$ cat src/rtl/trm_pkg.sv
package trm_pkg;
  localparam int RATIO_W = 6;
  localparam int CODE_W  = 3;

  typedef logic [RATIO_W-1:0] ratio_t;
  typedef logic [CODE_W-1:0]  code_t;

  typedef struct packed {
    logic   ok;
    ratio_t n;
  } dec_t;

  // Encoded divisor table; wide entries are gated by a build option.
  function automatic dec_t code_ratio(code_t c, bit wide);
    dec_t r;
    r.ok = 1'b1;
    r.n  = ratio_t'(1);
    case (c)
      3'd0: r.n = ratio_t'(2);
      3'd1: r.n = ratio_t'(4);
      3'd2: r.n = ratio_t'(6);
      3'd3: r.n = ratio_t'(8);
      3'd4: r.n = ratio_t'(12);
      3'd5: begin r.n = ratio_t'(24); r.ok = wide; end
      3'd6: begin r.n = ratio_t'(48); r.ok = wide; end
      default: r.ok = 1'b0;
    endcase
    return r;
  endfunction
endpackage

$ cat src/rtl/trm_rst_sync.sv
module trm_rst_sync (
  input  logic clk,
  input  logic rst_n,
  output logic rst_sync_n
);
  logic [1:0] sync_q;

  always_ff @(posedge clk or negedge rst_n) begin
    if (!rst_n) sync_q <= 2'b00;
    else        sync_q <= {sync_q[0], 1'b1};
  end

  assign rst_sync_n = sync_q[1];
endmodule

$ cat src/rtl/trm_src_select.sv
module trm_src_select #(
  parameter int NSRC = 3,
  parameter int SELW = 2
) (
  input  logic [NSRC-1:0] src_tick,
  input  logic            src_route,
  input  logic [SELW-1:0] src_idx,
  output logic            sel_tick,
  output logic            sel_ok
);
  logic [SELW-1:0] idx;
  logic [NSRC-1:0] hit;

  assign idx    = src_route ? src_idx : '0;
  assign sel_ok = (32'(idx) < NSRC);

  for (genvar g = 0; g < NSRC; g++) begin : g_hit
    assign hit[g] = (32'(idx) == g) && src_tick[g];
  end

  assign sel_tick = |hit;
endmodule

$ cat src/rtl/trm_ratio_decode.sv
module trm_ratio_decode
  import trm_pkg::*;
#(
  parameter bit WIDE_EN = 1'b1
) (
  input  logic   by3_en,
  input  logic   code_en,
  input  code_t  div_code,
  output ratio_t req_n,
  output logic   req_ok
);
  dec_t coded;

  always_comb begin
    coded  = code_ratio(div_code, WIDE_EN);
    req_n  = ratio_t'(1);
    req_ok = 1'b1;
    if (by3_en) begin
      req_n = ratio_t'(3);
    end else if (code_en) begin
      req_n  = coded.n;
      req_ok = coded.ok;
    end
  end
endmodule

$ cat src/rtl/trm_tick_counter.sv
module trm_tick_counter
  import trm_pkg::*;
(
  input  logic   clk,
  input  logic   rst_n,
  input  logic   tick,
  input  logic   cfg_ok,
  input  ratio_t req_n,
  input  logic   gate_en,
  output logic   pulse
);
  ratio_t cnt_q, cnt_d;
  ratio_t act_q, act_d;
  logic   pulse_q, pulse_d;
  logic   term;

  assign term = (cnt_q == (act_q - ratio_t'(1)));

  always_comb begin
    cnt_d   = cnt_q;
    act_d   = act_q;
    pulse_d = 1'b0;
    if (!cfg_ok) begin
      cnt_d = '0;
      act_d = ratio_t'(1);
    end else if (tick) begin
      if (term) begin
        cnt_d   = '0;
        act_d   = req_n;
        pulse_d = gate_en;
      end else begin
        cnt_d = cnt_q + ratio_t'(1);
      end
    end
  end

  always_ff @(posedge clk or negedge rst_n) begin
    if (!rst_n) begin
      cnt_q   <= '0;
      act_q   <= ratio_t'(1);
      pulse_q <= 1'b0;
    end else begin
      cnt_q   <= cnt_d;
      act_q   <= act_d;
      pulse_q <= pulse_d;
    end
  end

  assign pulse = pulse_q;
endmodule

$ cat src/rtl/tick_ratio_mux.sv
module tick_ratio_mux
  import trm_pkg::*;
#(
  parameter int NSRC    = 3,
  parameter bit WIDE_EN = 1'b1,
  localparam int SELW   = (NSRC > 1) ? $clog2(NSRC + 1) : 1
) (
  input  logic            clk,
  input  logic            rst_n,
  input  logic [NSRC-1:0] src_tick,
  input  logic            src_route,
  input  logic [SELW-1:0] src_idx,
  input  logic            by3_en,
  input  logic            code_en,
  input  logic [2:0]      div_code,
  input  logic            gate_en,
  output logic            div_tick,
  output logic            cfg_err,
  output logic [5:0]      ratio_rb
);
  logic   rst_sync_n;
  logic   sel_tick;
  logic   sel_ok;
  logic   req_ok;
  logic   cfg_ok;
  ratio_t req_n;

  trm_rst_sync u_rst (
    .clk        (clk),
    .rst_n      (rst_n),
    .rst_sync_n (rst_sync_n)
  );

  trm_src_select #(.NSRC(NSRC), .SELW(SELW)) u_src (
    .src_tick  (src_tick),
    .src_route (src_route),
    .src_idx   (src_idx),
    .sel_tick  (sel_tick),
    .sel_ok    (sel_ok)
  );

  trm_ratio_decode #(.WIDE_EN(WIDE_EN)) u_dec (
    .by3_en   (by3_en),
    .code_en  (code_en),
    .div_code (div_code),
    .req_n    (req_n),
    .req_ok   (req_ok)
  );

  assign cfg_ok = req_ok && sel_ok;

  trm_tick_counter u_cnt (
    .clk     (clk),
    .rst_n   (rst_sync_n),
    .tick    (sel_tick),
    .cfg_ok  (cfg_ok),
    .req_n   (req_n),
    .gate_en (gate_en),
    .pulse   (div_tick)
  );

  assign cfg_err  = !cfg_ok;
  assign ratio_rb = cfg_ok ? req_n : '0;
endmodule

$ cat config.mk
export PLATFORM = sky130hd
export DESIGN_NAME = tick_ratio_mux
export DESIGN_NICKNAME = d
export VERILOG_FILES = /design/src/rtl/trm_pkg.sv /design/src/rtl/trm_rst_sync.sv /design/src/rtl/trm_src_select.sv /design/src/rtl/trm_ratio_decode.sv /design/src/rtl/trm_tick_counter.sv /design/src/rtl/tick_ratio_mux.sv
export SDC_FILE = /design/constraint.sdc
export NUM_CORES = 1
export LEC_CHECK = 0
export BUFFER_PORTS_ARGS = -buffer_cell sky130_fd_sc_hd__buf_2
export CAP_MARGIN = 40
export CORE_MARGIN = 2
export CORE_UTILIZATION = 40
export CTS_CLUSTER_DIAMETER = 120
export DETAILED_ROUTE_END_ITERATION = 12
export PLACE_DENSITY = 0.61
export SLEW_MARGIN = 15
export SYNTH_ARGS = -nofsm -noshare
export SYNTH_HDL_FRONTEND = slang
export SYNTH_SLANG_ARGS = --single-unit
$ cat constraint.sdc
create_clock -name clk -period 1.6 [get_ports clk]
set_clock_uncertainty 0.2 [all_clocks]
set_input_delay 0.24 -clock clk [delete_from_list [all_inputs] [get_ports clk]]
set_output_delay 0.24 -clock clk [all_outputs]
set_load 0.05 [all_outputs]
; Word level (Yosys, flattened, before mapping)
; Index checks and enable logic that the tools add are counted.
[totals]
register_bits = 15
input_bits = 14
word_cells = 45
output_inout_bits = 8
[op_classes]
n_eq_ne = 11
n_reduce_logical = 10
magnitude_cmp = 1
addsub = 2
n_mux = 17
[ops]
columns = cell, count
row1 = 6-bit two-way mux, 9
row2 = 6-bit case mux with 7 select lines, 1
row3 = "3-bit == test, second input constant", 3
row4 = 7-bit OR reduction, 1
row5 = "6-bit by 1-bit adder with 6-bit output, second input constant", 1
row6 = "3-bit by 2-bit == test with 1-bit output, second input constant", 2
row7 = 6-bit == test, 1
row8 = 1-bit two-way mux, 6
row9 = "6-bit by 1-bit subtractor with 6-bit output, second input constant", 1
row10 = 1-bit logical AND, 4
row11 = "3-bit by 1-bit == test with 1-bit output, second input constant", 1
row12 = 3-bit zero test, 1
row13 = 3-bit OR reduction, 1
row14 = "2-bit by 1-bit == test with 1-bit output, second input constant", 1
row15 = "2-bit == test, second input constant", 1
row16 = 2-bit zero test, 1
row17 = "2-bit < comparator, second input constant", 1
row18 = 2-bit two-way mux, 1
row19 = "2-bit by 1-bit != test with 1-bit output, second input constant", 1
row20 = "2-bit != test, second input constant", 1
row21 = 2-bit AND reduction, 1
row22 = 1-bit zero test, 1

; Longest topological paths before layout
[logic_depth]
depth_word = 8
ltp_mapped = 7
depth_no_buf = 7

; Hierarchy
; From an unflattened synthesis, not the netlist that was laid out.
[hier_totals]
cells_unflattened = 121
hier_area_um2 = 1058.5
[by_module_without_submodules]
columns = mod, instances, seq_area_each_um2, area_per_inst_um2, cells_each
row1 = trm_tick_counter, 1, 326.6, 792.0, 86
row2 = trm_ratio_decode, 1, 0.0, 123.9, 19
row3 = trm_rst_sync, 1, 50.0, 53.8, 3
row4 = tick_ratio_mux, 1, 0.0, 48.8, 8
row5 = trm_src_select, 1, 0.0, 40.0, 5

; Worst setup path after synthesis
; No wires, ideal clock.
[synth_path]
path_kind = register to register
from = register u_cnt.act_q[0]
to = register u_cnt.act_q[1]
synth_period_minus_slack_ns = 2.315
setup_slack_ns = -0.715
required_time_ns = 1.275
t_arrival_ns = 1.990
path_buffers = 0
path_stages_with_launch = 8
setup_time_ns = 0.125
cell_sequence = dfstp_2 -> inv_1 -> ha_1 -> nand2b_1 -> o211a_1 -> o31a_1 -> nor3_4 -> mux2_2
[synth_between]
elab_chain_len = 4
[synth_lines]
columns = element, line
row1 = start: declaration, trm_tick_counter.sv:13  ; ratio_t act_q, act_d;
row2 = start signal: assignment, trm_tick_counter.sv:40  ; act_q <= ratio_t'(1);
row3 = start signal: assignment, trm_tick_counter.sv:44  ; act_q <= act_d;
row4 = 6-bit by 1-bit subtractor with 6-bit output, trm_tick_counter.sv:17  ; assign term = (cnt_q == (act_q - ratio_t'(1)));
row5 = 6-bit == test, trm_tick_counter.sv:17
row6 = 2-bit by 1-bit != test with 1-bit output (no line), n/a
row7 = 2-bit AND reduction (no line), n/a
; No other way between the ends.
; A chain may end at the register's enable or synchronous reset.

; Final worst setup path
[layout_path]
from = register u_cnt.act_q[0]
to = register u_cnt.act_q[4]
; The elaborated chain is that of the path after synthesis.

==> results.toml <==
[placed_design]
place_congestion = 0.844
place.detailed.hpwl_mm = 2.05
io_buffers = 21
postPlaceCellArea_um2 = 1370

[synth]
synth_area_um2 = 1080
syn_inst = 125
ys_seq_area_share_pct = 35.0
syn_avg_cell_area_um2 = 8.62
synth_nets = 141
synth_edf_count = 0
synth_cell_types = 37
synth_top_family_by_area = "simple AND/OR/NAND/NOR gates"
synthMuxAreaShare_pct = 6.97
ys.flop_type = "dfrtp_1"
synth_compound_area_share_pct = 19.2
ys_warn_count = 0
synthAdderAreaFrac_pct = 2.32
yosys.area_share.simple_pct = 24.6
synth_xor_area_share_pct = 5.69
synth-async-reset-ratio_pct = 100
yosys_register_bits = 15

[global_routing]
grt_start_max_net_pins = 14
antenna_found_initial = 0
grt_pass1_vias = 1000
grt_pass1_wl_mm = 4.45
grtUsageTotal_pct = 17.8
overflow = 0

[finish]
final_area_um2 = 1620
fin_nets = 193
n_fill_cell = 219
n_antenna_cell = 0
post-route-util_pct = 64.3
syn_to_final_growth_pct = 50.6
drive_gt1_share_pct = 46.0

[pwr]
p_comb_share_pct = 51.7
power.switching_w = 0.000621
powerDensity_nw_per_um2 = 970
intPower_w = 0.000953
irDropWorstVdd_v = 0.000814
pwr-share-seq_pct = 33.1
clkPwrFrac_pct = 15.1
p_sw_share_pct = 39.5
leakage_nw = 0.787

[floorplanning]
coreArea_um2 = 2520
ios = 22
start_util_pct = 42.7
die-area_um2 = 3120
placementRows = 18
fp.dieH_um = 55.9
chipWidth_um = 55.9

[sta]
fin_crit_sh_pct = 141
maxSlewHeadroom_pct = 63.4
finalMaxSlewViolations = 0
finalCriticalPeriod_ps = 2260
finalHoldViolCount = 0
tightest_slew_ps = 549
rsz0062_at_grt = "yes"
fmax_mhz = 442
setup_slack_ps = -664
setup-violations-final = 13

[worst_setup_path]
cp.arrival_ps = 2260
path_max_fanout = 6
r2r_start = "u_cnt.act_q[0]"
critPathRequiredTime_ps = 1590
cp-end-kind = "register"
r2r-end = "u_cnt.act_q[4]"
start_kind = "register"
rrSetupSlack_ps = -660
crit_type = "reg2reg"
worst-r2r-cell-count = 8

[detailed_routing]
vias_per_cell = 5.27
initialDrtViolationCount = 22
dr.pass1.iters = 4
ant_nets = 0
postRouteWirelength_mm = 2.88
routedWlPerCell_um = 14.0
vias = 1086
drc = 0

[cts]
path_clk_slew_ps = 100
clock_latency_ps = 300
cts_tree = "built"
clock_sinks = 15
cts_root_buffer = "clkbuf_4"
clockBufferDepth = 2
htreeDepth = 1
cts_buffers = 3

[run_status]
outcome = "finished with violations"
violations = "negative setup slack"

[flow_run]
max_cap_viol_count = 0

[min_path]
hold_class = "reg2async"
## state kept, by name, indices dropped and copies added (netlist names)
register / count
u_cnt.cnt_q: 6
u_cnt.act_q: 6
u_cnt.pulse: 1
u_rst.sync_q: 2
## stage by stage
stage          setup TNS (ps)  std cells  power [W]  hold slack [ps]  setup WS [ps]
6_report                -7030        206    0.00157             24.6           -664
5_1_grt                 -7800        206    0.00167             36.2           -711
4_1_cts                 -7730        199    0.00145             29.4           -666
3_5_place_dp            -7930        192    0.00120             -174           -669
3_3_place_gp            -7410        192    0.00118             -176           -625
2_1_floorplan           -6190        125   0.000953             -256           -651
## critical path, stage by stage, from the launching register on
cell and delay, ps:
dfstp_2 550, inv_2 40, ha_4 160, nand2b_4 130, o211a_1 140, o31a_1 320, nor3_4 140, buf_6 160
mux2_4 300
## worst max-delay path by stage
stage                   startpoint             end  cells past startpoint
floorplan           u_cnt.act_q[0]  u_cnt.act_q[1]                      7
global placement    u_cnt.act_q[0]  u_cnt.act_q[4]                      7
detailed placement  u_cnt.act_q[0]  u_cnt.act_q[4]                      7
CTS                 u_cnt.act_q[0]  u_cnt.act_q[4]                      8
global route        u_cnt.act_q[1]  u_cnt.act_q[4]                      8
finish              u_cnt.act_q[0]  u_cnt.act_q[4]                      8
## area by class of cell
cell class                      count  area, µm²  area share [%]
Timing Repair Buffer               53        402            24.7
Multi-Input combinational cell     98        753            46.4
Sequential cell                    15        377            23.2
Clock buffer                        3       22.5            1.39
Tap cell                           30       37.5            2.31
Inverter                            6       23.8            1.46
Clock inverter                      1       7.51           0.463
## cell usage after synthesis, types with 3 or more instances
master / instances / area [µm²]
buf_4: 5 / 37.5
a21oi_1: 10 / 50.1
nand2_1: 14 / 52.6
and3_1: 4 / 25.0
o21ai_0: 8 / 40.0
a22o_1: 4 / 35.0
nor2_1: 11 / 41.3
xnor2_1: 3 / 26.3
dfrtp_1: 14 / 350
mux2_2: 4 / 45.0
xor2_1: 4 / 35.0
mux2i_1: 3 / 30.0
inv_1: 5 / 18.8
and2_1: 3 / 18.8
nand3_1: 4 / 20.0
nand2b_1: 4 / 25.0
## power by group through the flow
| stage | registers (W) | clock network (W) | logic (W) |
|---|---|---|---|
| 2_1_floorplan | 0.000543 | 0 | 0.000410 |
| 3_3_place_gp | 0.000521 | 0 | 0.000657 |
| 3_5_place_dp | 0.000525 | 0 | 0.000674 |
| 4_1_cts | 0.000517 | 0.000243 | 0.000690 |
| 5_1_grt | 0.000531 | 0.000260 | 0.000880 |
| 6_report | 0.000521 | 0.000238 | 0.000814 |
## placed cells by master (no fill, tap or decap), types with 6 or more instances in the layout
cell type	Yosys	final
o21ai_0	8	7
buf_4	5	29
nor2_1	11	8
nand2_1	14	14
buf_6	0	7
buf_2	0	14
dfrtp_1	14	14
a21oi_1	10	6
## timing repair
| item | CTS | global route |
|---|---|---|
| gates resized for setup | 11 | 27 |
| hold buffers | 2 | 0 |
| setup endpoints to repair | 18 | 20 |
| hold endpoints to repair | 3 | 0 |
| pin swaps | 1 | 7 |
| setup buffers | 1 | 7 |
## logic make-up after synthesis
family | count (synthesis)
mux | 7
simple gates | 50
compound gates | 31
other cells | 1
fa+ha+maj | 2
buf+inv | 12
flops | 15
xor+xnor | 7
## per-layer routing
layer,GRT usage (%),share of wire (%),vias up
met5,0,0,-
met4,3.06,0.63,0
met3,4.42,6.1,3
met2,28.4,49,31
met1,24.9,44,510
li1,-,-,542
(Power assumes the default switching activity.)
